`config.mk`:
```
export PLATFORM = sky130hd
export DESIGN_NAME = rid_pe_mapper
export DESIGN_NICKNAME = d
export VERILOG_FILES = /design/src/rtl/rid_map_pkg.sv /design/src/rtl/rid_map_cfg.sv /design/src/rtl/rid_map_table.sv /design/src/rtl/rid_map_match.sv /design/src/rtl/rid_pe_mapper.sv
export SDC_FILE = /design/constraint.sdc
export NUM_CORES = 1
export LEC_CHECK = 0
export BUFFER_PORTS_ARGS = -buffer_cell sky130_fd_sc_hd__buf_2
export CAP_MARGIN = 20
export CORE_MARGIN = 4
export CORE_UTILIZATION = 26
export DETAILED_ROUTE_END_ITERATION = 8
export PLACE_DENSITY = 0.45
export SETUP_SLACK_MARGIN = 0.5
export SYNTH_ARGS = -nofsm -noshare
export SYNTH_HDL_FRONTEND = slang
export SYNTH_SLANG_ARGS = --single-unit
export TNS_END_PERCENT = 30
```
`constraint.sdc`:
```
create_clock -name clk -period 10 [get_ports clk]
set_input_delay 1 -clock clk [delete_from_list [all_inputs] [get_ports clk]]
set_output_delay 1 -clock clk [all_outputs]
set_load 0.03 [all_outputs]
```
`src/rtl/rid_map_pkg.sv`:
```
package rid_map_pkg;

  localparam int RID_W = 16;

  localparam logic [1:0] ACT_UNMAP = 2'd0;
  localparam logic [1:0] ACT_MAP   = 2'd1;

  typedef struct packed {
    logic       vld;
    logic [7:0] bus;
    logic [4:0] dev;
    logic [2:0] fn;
    logic [2:0] bus_code;
    logic       dev_en;
    logic       fn_en;
  } rid_slot_t;

  // Which bus bits take part in the compare for a given code.
  function automatic logic [7:0] bus_mask(input logic [2:0] code);
    logic [7:0] m;
    case (code)
      3'd0:    m = 8'h00;
      3'd7:    m = 8'hFF;
      default: m = 8'hFF << (3'd7 - code);
    endcase
    return m;
  endfunction

endpackage

```
`src/rtl/rid_map_cfg.sv`:
```
module rid_map_cfg
  import rid_map_pkg::*;
#(
  parameter int NUM_PE  = 12,
  parameter int PE_IN_W = 8,
  parameter int PE_W    = $clog2(NUM_PE)
) (
  input  logic               clk,
  input  logic               rst_ni,
  input  logic               cfg_valid_i,
  input  logic [PE_IN_W-1:0] cfg_pe_i,
  input  logic [RID_W-1:0]   cfg_rid_i,
  input  logic [2:0]         cfg_bus_code_i,
  input  logic               cfg_dev_en_i,
  input  logic               cfg_fn_en_i,
  input  logic [1:0]         cfg_action_i,
  output logic               wr_en_o,
  output logic               wr_map_o,
  output logic [PE_W-1:0]    wr_pe_o,
  output rid_slot_t          wr_slot_o,
  output logic               err_o
);

  logic pe_bad, code_bad, act_bad, reject;
  logic err_d, err_q;

  always_comb begin
    pe_bad   = (cfg_pe_i >= PE_IN_W'(NUM_PE));
    code_bad = (cfg_bus_code_i == 3'd1);
    act_bad  = (cfg_action_i != ACT_UNMAP) && (cfg_action_i != ACT_MAP);
    reject   = pe_bad || code_bad || act_bad;
  end

  always_comb begin
    wr_en_o            = cfg_valid_i && !reject;
    wr_map_o           = (cfg_action_i == ACT_MAP);
    wr_pe_o            = cfg_pe_i[PE_W-1:0];
    wr_slot_o.vld      = 1'b1;
    wr_slot_o.bus      = cfg_rid_i[15:8];
    wr_slot_o.dev      = cfg_rid_i[7:3];
    wr_slot_o.fn       = cfg_rid_i[2:0];
    wr_slot_o.bus_code = cfg_bus_code_i;
    wr_slot_o.dev_en   = cfg_dev_en_i;
    wr_slot_o.fn_en    = cfg_fn_en_i;
  end

  always_comb err_d = cfg_valid_i && reject;

  always_ff @(posedge clk or negedge rst_ni) begin
    if (!rst_ni) err_q <= 1'b0;
    else         err_q <= err_d;
  end

  assign err_o = err_q;

  a_r8_bad_action_err: assert property (@(posedge clk) disable iff (!rst_ni)
    (cfg_valid_i && cfg_action_i[1]) |=> err_o);

  a_r9_pe_range_err: assert property (@(posedge clk) disable iff (!rst_ni)
    (cfg_valid_i && (cfg_pe_i >= PE_IN_W'(NUM_PE))) |=> err_o);

  a_r9_code_one_err: assert property (@(posedge clk) disable iff (!rst_ni)
    (cfg_valid_i && (cfg_bus_code_i == 3'd1)) |=> err_o);

  a_r9_no_err_idle: assert property (@(posedge clk) disable iff (!rst_ni)
    !cfg_valid_i |=> !err_o);

endmodule

```
`src/rtl/rid_map_table.sv`:
```
module rid_map_table
  import rid_map_pkg::*;
#(
  parameter int NUM_PE = 12,
  parameter int PE_W   = $clog2(NUM_PE)
) (
  input  logic                   clk,
  input  logic                   rst_ni,
  input  logic                   wr_en_i,
  input  logic                   wr_map_i,
  input  logic [PE_W-1:0]        wr_pe_i,
  input  rid_slot_t              wr_slot_i,
  output rid_slot_t [NUM_PE-1:0] slots_o
);

  rid_slot_t [NUM_PE-1:0] slot_q;

  for (genvar g = 0; g < NUM_PE; g++) begin : g_slot
    logic      ld_en;
    rid_slot_t slot_d;

    always_comb begin
      ld_en  = wr_en_i && (wr_pe_i == PE_W'(g));
      slot_d = slot_q[g];
      if (wr_map_i) slot_d = wr_slot_i;
      else          slot_d.vld = 1'b0;
    end

    always_ff @(posedge clk or negedge rst_ni) begin
      if (!rst_ni)    slot_q[g] <= '0;
      else if (ld_en) slot_q[g] <= slot_d;
    end

    a_r8_untouched_holds: assert property (@(posedge clk) disable iff (!rst_ni)
      !(wr_en_i && (wr_pe_i == PE_W'(g))) |=> $stable(slot_q[g]));
  end

  assign slots_o = slot_q;

  a_r8_map_sets_valid: assert property (@(posedge clk) disable iff (!rst_ni)
    (wr_en_i && wr_map_i) |=> slot_q[$past(wr_pe_i)].vld);

  a_r8_unmap_clears_valid: assert property (@(posedge clk) disable iff (!rst_ni)
    (wr_en_i && !wr_map_i) |=> !slot_q[$past(wr_pe_i)].vld);

endmodule

```
`src/rtl/rid_map_match.sv`:
```
module rid_map_match
  import rid_map_pkg::*;
#(
  parameter int NUM_PE = 12,
  parameter int PE_W   = $clog2(NUM_PE)
) (
  input  logic                   clk,
  input  logic                   rst_ni,
  input  rid_slot_t [NUM_PE-1:0] slots_i,
  input  logic                   lk_valid_i,
  input  logic [RID_W-1:0]       lk_rid_i,
  output logic                   lk_valid_o,
  output logic                   lk_hit_o,
  output logic [PE_W-1:0]        lk_pe_o
);

  logic [7:0]        q_bus;
  logic [4:0]        q_dev;
  logic [2:0]        q_fn;
  logic [NUM_PE-1:0] hit_vec;

  assign q_bus = lk_rid_i[15:8];
  assign q_dev = lk_rid_i[7:3];
  assign q_fn  = lk_rid_i[2:0];

  for (genvar g = 0; g < NUM_PE; g++) begin : g_cmp
    logic bus_ok, dev_ok, fn_ok;
    always_comb begin
      bus_ok     = ((q_bus ^ slots_i[g].bus) & bus_mask(slots_i[g].bus_code)) == 8'h00;
      dev_ok     = !slots_i[g].dev_en || (q_dev == slots_i[g].dev);
      fn_ok      = !slots_i[g].fn_en  || (q_fn  == slots_i[g].fn);
      hit_vec[g] = slots_i[g].vld && bus_ok && dev_ok && fn_ok;
    end
  end

  // Lowest index wins: scan from the top so the last hit written is the lowest.
  logic            any_d;
  logic [PE_W-1:0] pe_d;
  always_comb begin
    any_d = 1'b0;
    pe_d  = '0;
    for (int i = NUM_PE - 1; i >= 0; i--) begin
      if (hit_vec[i]) begin
        any_d = 1'b1;
        pe_d  = PE_W'(i);
      end
    end
  end

  logic            vld_q, hit_q;
  logic [PE_W-1:0] pe_q;

  always_ff @(posedge clk or negedge rst_ni) begin
    if (!rst_ni) vld_q <= 1'b0;
    else         vld_q <= lk_valid_i;
  end

  always_ff @(posedge clk or negedge rst_ni) begin
    if (!rst_ni) begin
      hit_q <= 1'b0;
      pe_q  <= '0;
    end else if (lk_valid_i) begin
      hit_q <= any_d;
      pe_q  <= pe_d;
    end
  end

  assign lk_valid_o = vld_q;
  assign lk_hit_o   = hit_q;
  assign lk_pe_o    = pe_q;

  a_r11_valid_follows: assert property (@(posedge clk) disable iff (!rst_ni)
    lk_valid_i |=> lk_valid_o);

  a_r11_idle_follows: assert property (@(posedge clk) disable iff (!rst_ni)
    !lk_valid_i |=> !lk_valid_o);

  a_r10_hit_matches_vector: assert property (@(posedge clk) disable iff (!rst_ni)
    lk_valid_i |=> (lk_hit_o == $past(|hit_vec)));

  a_r10_reported_pe_hits: assert property (@(posedge clk) disable iff (!rst_ni)
    lk_valid_i |=> (!lk_hit_o || $past(hit_vec[pe_d])));

  a_r10_miss_pe_zero: assert property (@(posedge clk) disable iff (!rst_ni)
    (lk_valid_o && !lk_hit_o) |-> (lk_pe_o == '0));

endmodule

```
`src/rtl/rid_pe_mapper.sv`:
```
module rid_pe_mapper
  import rid_map_pkg::*;
#(
  parameter int NUM_PE  = 12,
  parameter int PE_IN_W = 8,
  parameter int PE_W    = $clog2(NUM_PE)
) (
  input  logic               clk,
  input  logic               rst_n,
  input  logic               cfg_valid_i,
  input  logic [PE_IN_W-1:0] cfg_pe_i,
  input  logic [15:0]        cfg_rid_i,
  input  logic [2:0]         cfg_bus_code_i,
  input  logic               cfg_dev_en_i,
  input  logic               cfg_fn_en_i,
  input  logic [1:0]         cfg_action_i,
  output logic               cfg_err_o,
  input  logic               lk_valid_i,
  input  logic [15:0]        lk_rid_i,
  output logic               lk_valid_o,
  output logic               lk_hit_o,
  output logic [PE_W-1:0]    lk_pe_o
);

  // Reset asserts at once and lifts two edges after rst_n rises.
  logic [1:0] rst_sync_q;
  logic       rst_ni;

  always_ff @(posedge clk or negedge rst_n) begin
    if (!rst_n) rst_sync_q <= 2'b00;
    else        rst_sync_q <= {rst_sync_q[0], 1'b1};
  end
  assign rst_ni = rst_sync_q[1];

  logic                   wr_en, wr_map;
  logic [PE_W-1:0]        wr_pe;
  rid_slot_t              wr_slot;
  rid_slot_t [NUM_PE-1:0] slots;

  rid_map_cfg #(.NUM_PE(NUM_PE), .PE_IN_W(PE_IN_W), .PE_W(PE_W)) cfg_i (
    .clk            (clk),
    .rst_ni         (rst_ni),
    .cfg_valid_i    (cfg_valid_i),
    .cfg_pe_i       (cfg_pe_i),
    .cfg_rid_i      (cfg_rid_i),
    .cfg_bus_code_i (cfg_bus_code_i),
    .cfg_dev_en_i   (cfg_dev_en_i),
    .cfg_fn_en_i    (cfg_fn_en_i),
    .cfg_action_i   (cfg_action_i),
    .wr_en_o        (wr_en),
    .wr_map_o       (wr_map),
    .wr_pe_o        (wr_pe),
    .wr_slot_o      (wr_slot),
    .err_o          (cfg_err_o)
  );

  rid_map_table #(.NUM_PE(NUM_PE), .PE_W(PE_W)) table_i (
    .clk       (clk),
    .rst_ni    (rst_ni),
    .wr_en_i   (wr_en),
    .wr_map_i  (wr_map),
    .wr_pe_i   (wr_pe),
    .wr_slot_i (wr_slot),
    .slots_o   (slots)
  );

  rid_map_match #(.NUM_PE(NUM_PE), .PE_W(PE_W)) match_i (
    .clk        (clk),
    .rst_ni     (rst_ni),
    .slots_i    (slots),
    .lk_valid_i (lk_valid_i),
    .lk_rid_i   (lk_rid_i),
    .lk_valid_o (lk_valid_o),
    .lk_hit_o   (lk_hit_o),
    .lk_pe_o    (lk_pe_o)
  );

  a_r1_quiet_after_reset: assert property (@(posedge clk) disable iff (!rst_ni)
    $rose(rst_ni) |-> (!lk_valid_o && !lk_hit_o && !cfg_err_o));

endmodule

```
After elaboration in Yosys (flattened, before gate mapping)
Cells that the tools add are included.
- output and inout port bits: 7
- input port bits: 51
- register bits: 273
- add/sub/neg operators: 12
- equal/unequal tests: 50
- shift-type cells: 12
- bitwise logic cells: 24
- reduce and logical (&&, ||, !) cells: 140
- mux-type cells: 37
- magnitude comparators: 1
- operators by type and width (kind ; number):
    $pmux 8 s2 ; 12
    $and 8x8->8 ; 12
    $logic_not 8->1 ; 12
    $shl 8x3->8 const A ; 12
    $xor 8x8->8 ; 12
    $eq 5x5->1 ; 12
    $logic_and 1x1->1 ; 51
    $mux 4 ; 12
    $eq 3x3->1 ; 12
    $eq 3x3->1 const B ; 12
    $logic_not 3->1 ; 12
    $sub 3x3->3 const A ; 12
    $logic_or 1x1->1 ; 26
    $logic_not 1->1 ; 25
    $reduce_and 2->1 ; 12
    $eq 4x3->1 const B ; 4
    $eq 4x4->1 const B ; 4
    $mux 1 ; 13
    $eq 4x2->1 const B ; 2
    $ge 8x4->1 const B ; 1
    $eq 4x1->1 const B ; 1
    $logic_not 4->1 ; 1
    $eq 3x1->1 const B ; 1
    $eq 2x1->1 const B ; 1
    other kinds (2) ; 2

Depth between registers and ports, before layout
Gate-level depths: netlist of the first run.
- depth in word-level cells: 20
- depth in mapped cells: 9
- mapped depth without buffers: 8

Cells and area by module
From an unflattened synthesis of the first run, not the netlist that was laid out.
- cell total of the unflattened synthesis: 1061
- area, all modules: 13714.4 sq um
- modules (own cells, without submodules) (module ; area each (sq um) ; sequential area each (sq um) ; instances ; cells an instance):
    rid_map_table ; 10258.6 ; 6606.3 ; 1 ; 617
    rid_map_match ; 3131.8 ; 150.1 ; 1 ; 406
    rid_map_cfg ; 270.3 ; 25.0 ; 1 ; 35
    rid_pe_mapper ; 53.8 ; 50.0 ; 1 ; 3

Worst setup path after synthesis of the first run
Ideal clock, no wire load.
- path kind: input port to flip-flop
- start point: in cfg_pe_i[3]
- end point: reg table_i.slot_q (netlist bit table_i.slots_o[135])
- arrival time: 2.636 ns
- required time: 9.875 ns
- library setup time: 0.125 ns
- setup slack: 7.239 ns
- cell stages on the path: 8
- path through: a211oi_1 -> o21ai_1 -> nor4_2 -> and2_1 -> nand3b_4 -> nor3_2 -> buf_4 -> mux2_2
- cells in the longest elaborated chain, start to end: 7
- RTL lines (what ; RTL line ; source):
    start, declared ; rid_pe_mapper.sv:11 ; input logic [PE_IN_W-1:0] cfg_pe_i,
    $ge 8x4->1 ; rid_map_cfg.sv:28 ; pe_bad = (cfg_pe_i >= PE_IN_W'(NUM_PE));
    $logic_or 1x1->1 (2 in series) ; rid_map_cfg.sv:31 ; reject = pe_bad || code_bad || act_bad;
    $logic_not 1->1 ; rid_map_cfg.sv:35 ; wr_en_o = cfg_valid_i && !reject;
    $logic_and 1x1->1 ; rid_map_cfg.sv:35 ;
    $logic_and 1x1->1 (*) ; rid_map_table.sv:23 ; ld_en = wr_en_i && (wr_pe_i == PE_W'(g));
    $reduce_and 2->1 (no line) (*) ; n/a ;
    end signal, assigned by index ; rid_map_table.sv:31 ; else if (ld_en) slot_q[g] <= slot_d;
    end, declared ; rid_map_table.sv:16 ; rid_slot_t [NUM_PE-1:0] slot_q;
Every way passes the cells marked *; elsewhere a longest branch is shown, timed or not.
A chain may end at the register's enable or synchronous reset.

Final worst setup path of the first run
- start point: in lk_rid_i[0]
- end point: reg match_i.hit_q, in the netlist match_i.lk_hit_o
- cells in the longest elaborated chain, start to end: 15
- RTL lines (what ; RTL line ; source):
    start, declared ; rid_pe_mapper.sv:19 ; input logic [15:0] lk_rid_i,
    $eq 3x3->1 ; rid_map_match.sv:31 ; fn_ok = !slots_i[g].fn_en || (q_fn == slots_i[g].fn);
    $logic_or 1x1->1 ; rid_map_match.sv:31 ;
    $logic_and 1x1->1 ; rid_map_match.sv:32 ; hit_vec[g] = slots_i[g].vld && bus_ok && dev_ok && fn_ok;
    $mux 1 (11 in series) ; rid_map_match.sv:43 ; if (hit_vec[i]) begin
    $mux 1 (*) ; rid_map_match.sv:43 ;
    end signal, assigned ; rid_map_match.sv:63 ; hit_q <= any_d;
    end, declared ; rid_map_match.sv:50 ; logic vld_q, hit_q;
Marks and branches as above.

==> summary.txt, run 1 <==
Floorplan
  • I/O Pins: 58
  • Standard-cell row count: 82
  • Initial Util: 26.33%
  • Placeable Area: between 50000 and 60000 µm²
  • Die area: 54580 µm²
  • Die H: roughly 230 µm
  • Die Wd: roughly 230 µm

Worst setup path
  • Worst R2R Path Depth: 8
  • Critical R2R Launch: table_i.slots_o[50]
  • Worst Path Max Fanout: 12
  • RR Endpoint: match_i.lk_hit_o
  • Reg2Reg Setup Slack: 7.20 ns
  • CP endpoint kind: flop
  • Critical path class: in -> reg
  • Startpoint types: primary input
  • CP arrival: between 3 and 4 ns
  • Required time of the critical path: 10.43 ns

Synthesis
  • Synth Register Bits: 273
  • Top cells by count, synth: 273 x dfrtp_1, 166 x mux2_2, 104 x xor2_1
  • Post-synthesis xor/xnor area fraction: 12.71%
  • Most frequent cell after synthesis: dfrtp_1
  • Synth Area in Compound Gates: 7.156%
  • Top FF cell, synth: dfrtp_1
  • Post-synth ARST share: 100.0%
  • Share of the synthesized area in the top cell type: 51.62%
  • Adder-Cell Fraction of Synth Area: 0%
  • Mean Syn Cell Area: roughly 13 µm²
  • Leading area contributor after synthesis: dfrtp_1
  • EDFF count, synth: 0
  • Post-synthesis simple-gate area fraction: 4.018%
  • Main area contributors after synthesis: dfrtp_1 52%, mux2_2 14%, mux2_1 7.2%, xor2_1 6.9%, xnor2_1 5.8%
  • Multiplexer area fraction after synthesis: between 20% and 30%
  • Synth Warn #: 0
  • Net Count, Synth: 1084
  • Synth Instances: between 1000 and 1500
  • Synth cell types: 57
  • Netlist Area Pre-Place: between 10000 and 15000 µm²
  • Seq/Total Area, Yosys: ~52%
  • Main combinational cell family by area after synthesis: multiplexers

Clock network
  • CTS buffer count: 34
  • CTS tree: yes
  • Total setup buffers inserted after CTS: 0
  • Root buf cell: clkbuf_16
  • Clock latency on the worst-skew pair: approximately 0.52 ns
  • CTS H-tree lvls: 2
  • CTS Hold Buffers Added: 0
  • Maximum clock path buffer count: 3
  • # resized after CTS: 0
  • Clock transition at path regs: roughly 0.050 ns
  • Clock sinks: 273

Finish
  • Layout cell share with drive strength beyond 1: about 28%
  • Nets: 1125
  • Finished Core Util: 30.40%
  • Fillers: 5174
  • Layout area overhead: 15.46%

Run status
  • Status: finished, final reports clean

Routing
  • Drt first pass iters: 4
  • Final WL: 37940 µm
  • Antenna Violating Nets Remaining: 0
  • Vias per cell: 4.582
  • DRC viols: 0
  • Post-DR wirelength/cell: between 20 and 25 µm
  • 1st-iter DRT viols: 341
  • Vias after detailed routing: 8119

STA
  • Setup Viol. Count Final: 0
  • Post-route clock period utilization: 33.30%
  • Final Max Slew Viols: 0
  • Hold Fails Final Rpt: 0
  • Final setup margin: 6.670 ns
  • Clock skew: 0.01235 ns
  • Setup TNS: 0 ns
  • Unrepaired setup endpoints after global routing: false
  • Worst-Margin Slew: 1.103 ns
  • Min Tclk post-route: 3.330 ns
  • Relative max-transition margin: 26.39%
  • WHS: approximately 0.26 ns
  • Max frequency: roughly 300 MHz

GRT
  • Vias in the first global route: 8531
  • Grt ovf: 0
  • First-pass GRT wire length: 56530 µm
  • Initial antenna violation count: 5
  • Pin count of the biggest net entering global routing: 167
  • Total GRT Usage: 13.95%

Placed design
  • Place WS: ~6 ns
  • PortBufs: 57
  • HPWL after DPL: 24420 µm
  • Global placer's final weighted congestion: about 0.76

Power and ir drop
  • Clk network pwr share: ~48%
  • Max VDD drop: about 0.088 mV
  • Combinational power share: 6.3%
  • Sw power: between 500 and 600 µW
  • P_leak: between 0.007 and 0.008 µW
  • Power Density: 161.5 nW/µm²
  • Sequential share of power: about 46%
  • Sw Share: 23.83%
  • Internal: around 1900 µW

Min path
  • Hold crit path type: in -> async

Job
  • Maxcap violations: 0
==> critical path, cell delays in order <==
cell       delay [ns]
buf_2            0.43
xor2_1           0.13
o31ai_1          0.55
nand3_1          0.16
a2111oi_1        0.85
o21ba_2          0.28
nand2b_1         0.13
nor3_1           0.07
a21oi_1          0.14
==> power groups by stage <==
stage                     Sequential, µW  Combinational [µW]  Clock (µW)
after CTS                           1120                 160        1230
after detailed placement            1140                 159           0
final                               1120                 154        1190
after floorplan                     1160                76.8           0
after global placement              1140                 160           0
after global routing                1120                 170        1280
==> final cells by class <==
class,count,area (µm²),area share [%]
diodes,3,7.507,0.04913
clock buffers,53,1054,6.894
clock inverters,6,37.54,0.2456
inverters,17,63.81,0.4176
multi-input cells,681,6022,39.41
flip-flops and latches,273,6835,44.73
well taps,672,840.8,5.502
repair buffers,67,420.4,2.751
==> worst max-delay path by stage <==
stage	startpoint	to	slack [ns]	cells past startpoint
after floorplan	rst_sync_q[1]	cfg_i.err_o	1.83	0
after global placement	lk_rid_i[0]	match_i.lk_hit_o	6.16	9
after detailed placement	cfg_bus_code_i[1]	table_i.slots_o[210]	6.13	9
after CTS	lk_rid_i[0]	match_i.lk_hit_o	6.65	9
after global routing	cfg_bus_code_i[1]	table_i.slots_o[212]	6.46	9
final	lk_rid_i[0]	match_i.lk_hit_o	6.67	9
==> cells in the final DEF (no fill, tap or decap), types with 3 or more instances in the layout <==
| cell | instances |
|---|---|
| nor3_1 | 4 |
| a211o_1 | 3 |
| buf_4 | 6 |
| buf_2 | 57 |
| nor3_4 | 4 |
| o211ai_1 | 6 |
| nand2_1 | 24 |
| xnor2_1 | 88 |
| o31ai_1 | 12 |
| a21oi_1 | 27 |
| dfrtp_1 | 272 |
| nand3_1 | 25 |
| o31a_1 | 8 |
| o21ai_0 | 31 |
| mux2_2 | 166 |
| clkbuf_8 | 11 |
| clkbuf_1 | 7 |
| a21boi_0 | 3 |
| o2bb2ai_1 | 3 |
| xor2_1 | 104 |
| nand2b_1 | 10 |
| mux2_1 | 85 |
| or2_2 | 3 |
| inv_1 | 17 |
| clkinv_2 | 4 |
| nor2_1 | 16 |
| o2111ai_1 | 7 |
| clkbuf_16 | 35 |
| diode_2 | 3 |
| a211oi_1 | 9 |
==> per-stage QoR <==
stage / instance area [µm²] / instances / power [µW]
2_1_floorplan: 13240 / 1033 / 1234
3_3_place_gp: 14110 / 1707 / 1302
3_5_place_dp: 14140 / 1708 / 1302
4_1_cts: 15230 / 1767 / 2516
5_1_grt: 15280 / 1770 / 2568
6_report: 15280 / 1772 / 2468
==> sequential cells by signal (all words and copies together) (netlist names) <==
signal / cells
table_i.slots_o: 264
cfg_i.err_o: 1
match_i.lk_pe_o: 4
match_i.lk_hit_o: 1
match_i.lk_valid_o: 1
rst_sync_q: 2
==> kinds of logic after synthesis <==
| family | Yosys count |
|---|---|
| buf+inv | 79 |
| mux | 251 |
| simple gates | 101 |
| flops | 273 |
| xor+xnor | 192 |
| compound gates | 136 |
| other cells | 1 |
==> per-layer routing <==
| metal | share of wire, % | wire [µm] | vias up | GRT usage [%] |
|---|---|---|---|---|
| li1 | - | - | 3723 | - |
| met1 | 46 | 17530 | 4239 | 18.92 |
| met2 | 48 | 18070 | 107 | 23.19 |
| met3 | 4.6 | 1732 | 48 | 2.610 |
| met4 | 1.6 | 610 | 2 | 3.138 |
| met5 | 0.018 | 7 | - | 0 |
Power figures use the tool's default switching activity.
==> run 2, diff against run 1 <==
- clock period: 10 -> 3.3 ns (I/O delays scaled with it)
==> summary.txt, run 2 (same netlist as run 1, synthesis figures left out) <==
Worst setup path
  • CP endpoint kind: flop
  • Worst Setup SP: table_i.slots_o[49]
  • Crit path to: match_i.lk_hit_o
  • RR Endpoint: match_i.lk_hit_o
  • Reg2Reg Setup Slack: 0.82 ns
  • Startpoint types: flop
  • Critical path class: reg -> reg
  • Max incr delay on CP: around 0.52 ns
  • Worst R2R Path Depth: 9
  • CP arrival: 2.91 ns
  • Worst path slowest cell: o31ai_1
  • Crit path cell chain: xor2_1 > o31ai_1 > nand3_1 > a2111oi_1 > buf_4 > o21ba_2 > nand2b_1 > nor3_1 > a21oi_1
  • Required time of the critical path: 3.72 ns
  • Worst Path Max Fanout: 3
  • Critical R2R Launch: table_i.slots_o[49]

STA
  • Post-route clock period utilization: 75.20%
  • Worst-Margin Slew: ~0.73 ns
  • Unrepaired setup endpoints after global routing: false
  • Relative max-transition margin: 51.19%
  • Min Tclk post-route: between 2 and 2.5 ns
  • WHS: ~0.15 ns
  • Setup Viol. Count Final: 0
  • Setup TNS: 0 ns
  • Final Max Slew Viols: 0
  • Hold Fails Final Rpt: 0
  • Clock skew: 0.01275 ns
  • Max frequency: 403.0 MHz

Min path
  • Hold crit path type: in -> async

Power and ir drop
  • Pwr Total: roughly 7600 µW
  • Power Density: 488.9 nW/µm²
  • P_leak: 0.007593 µW
  • Max VDD drop: 0.2714 mV

Floorplan
  • Die H: 233.6 µm
  • Placeable Area: 50270 µm²
  • Die Wd: 233.6 µm
  • Initial Util: 26.33%
  • Die area: between 50000 and 60000 µm²
  • I/O Pins: 58
  • Standard-cell row count: 82

Clock network
  • Maximum clock path buffer count: 3
  • CTS H-tree lvls: 2
  • CTS buffer count: 34
  • Clock latency on the worst-skew pair: 0.51 ns
  • Clock sinks: 273
  • CTS tree: yes
  • # resized after CTS: 0
  • Clock transition at path regs: 0.06 ns
  • Root buf cell: clkbuf_16

Placed design
  • Global placer's final weighted congestion: 0.7779
  • Inst Count DP: 1749
  • PortBufs: 57
  • HPWL after DPL: roughly 26000 µm

Run status
  • Status: finished, final reports clean

Job
  • Maxcap violations: 0

GRT
  • Total GRT Usage: approximately 14%
  • Initial antenna violation count: 4
  • Vias in the first global route: just under 9000
  • Grt ovf: 0
  • First-pass GRT wire length: 57820 µm
  • Pin count of the biggest net entering global routing: slightly above 60

Routing
  • Met3 Wirelength: between 1000 and 1500 µm
  • Top sig layer: met5
  • Drt first pass iters: 4
  • Final WL: roughly 38000 µm
  • Vias after detailed routing: 8237
  • Post-DR wirelength/cell: about 21 µm
  • Vias per cell: about 4.5
  • 1st-iter DRT viols: 394
  • DRC viols: 0
  • Antenna Violating Nets Remaining: 0
  • Met2 routed wirelength: between 15000 and 20000 µm
  • Routed metal-1 wirelength: 17550 µm

Finish
  • Layout area overhead: 17.95%
  • Commonest non-fill, non-tap cell in the layout: dfrtp_1
  • Layout Cells excl Fill: around 1800
  • Layout cell share with drive strength beyond 1: 30.18%
  • Largest register FFs: 264
  • Nets: between 1000 and 1500
  • Most frequent cells in the layout: 272 x dfrtp_1, 166 x mux2_2, 104 x xor2_1
  • Finished Core Util: 31.05%
[run 2: cell types whose count changed in the layout (fill, tap and decap cells not counted), sizes merged]
cell | before | now
buf | 67 | 106
bufinv | 0 | 2
clkbuf | 53 | 51
clkinv | 5 | 7
dlygate4sd3 | 0 | 2
[run 2: routing by layer]
metal / vias up / track usage (%)
li1: 3795 / -
met1: 4263 / 19.47
met2: 126 / 23.39
met3: 51 / 2.280
met4: 2 / 3.249
met5: - / 0
[run 2: layout make-up]
| class | instances | area, µm² |
|---|---|---|
| fill | 5144 | 34660 |
| sequential | 273 | 6835 |
| multi-input combinational | 681 | 6021 |
| clock buffer | 51 | 1016 |
| tap | 672 | 840.8 |
| timing repair buffer | 108 | 723.2 |
| clock inverter | 10 | 103.9 |
| inverter | 17 | 63.81 |
| antenna | 3 | 7.507 |
[run 2: repair_timing]
| item | in CTS | in global routing |
|---|---|---|
| setup buffers | 0 | 0 |
| endpoints found under the setup margin | 0 | 0 |
| endpoints found under the hold margin | 3 | 0 |
| hold buffers | 2 | 0 |
[run 2: how the worst min path moves through the flow]
| stage | startpoint | end | slack, ns | cells past startpoint |
|---|---|---|---|---|
| 2_1_floorplan | rst_n | rst_sync_q[0] | 0.03 | 0 |
| 3_3_place_gp | rst_n | rst_sync_q[0] | 0.12 | 1 |
| 3_5_place_dp | rst_n | rst_sync_q[0] | 0.12 | 1 |
| 4_1_cts | rst_n | rst_sync_q[1] | 0.14 | 2 |
| 5_1_grt | rst_n | rst_sync_q[1] | 0.14 | 2 |
| 6_report | rst_n | rst_sync_q[1] | 0.15 | 2 |
[run 2: power breakdown]
part	internal (µW)	leakage (µW)	total [µW]	switching (µW)
Combinational	157	0.00325	494	336
Clock	2280	0.000558	3740	1450
Sequential	3370	0.00379	3400	28.9
[run 2: worst max-delay path: cells and delay by family (launching register included)]
kind                      cells  cell delay, ns
xor gates and xnor gates      1            0.15
DFF                           1            0.39
AOI/OAI and AO/OA             4            1.28
and+or+nand+nor               3            0.39
buffers and inverters         1            0.20
[run 2: per-stage QoR]
step	instance area [µm²]	setup WS, ns
after floorplan	13240	0.5694
after global placement	14460	0.4972
after detailed placement	14460	0.4890
after CTS	15600	0.8354
after global routing	15600	0.5724
final	15610	0.8184
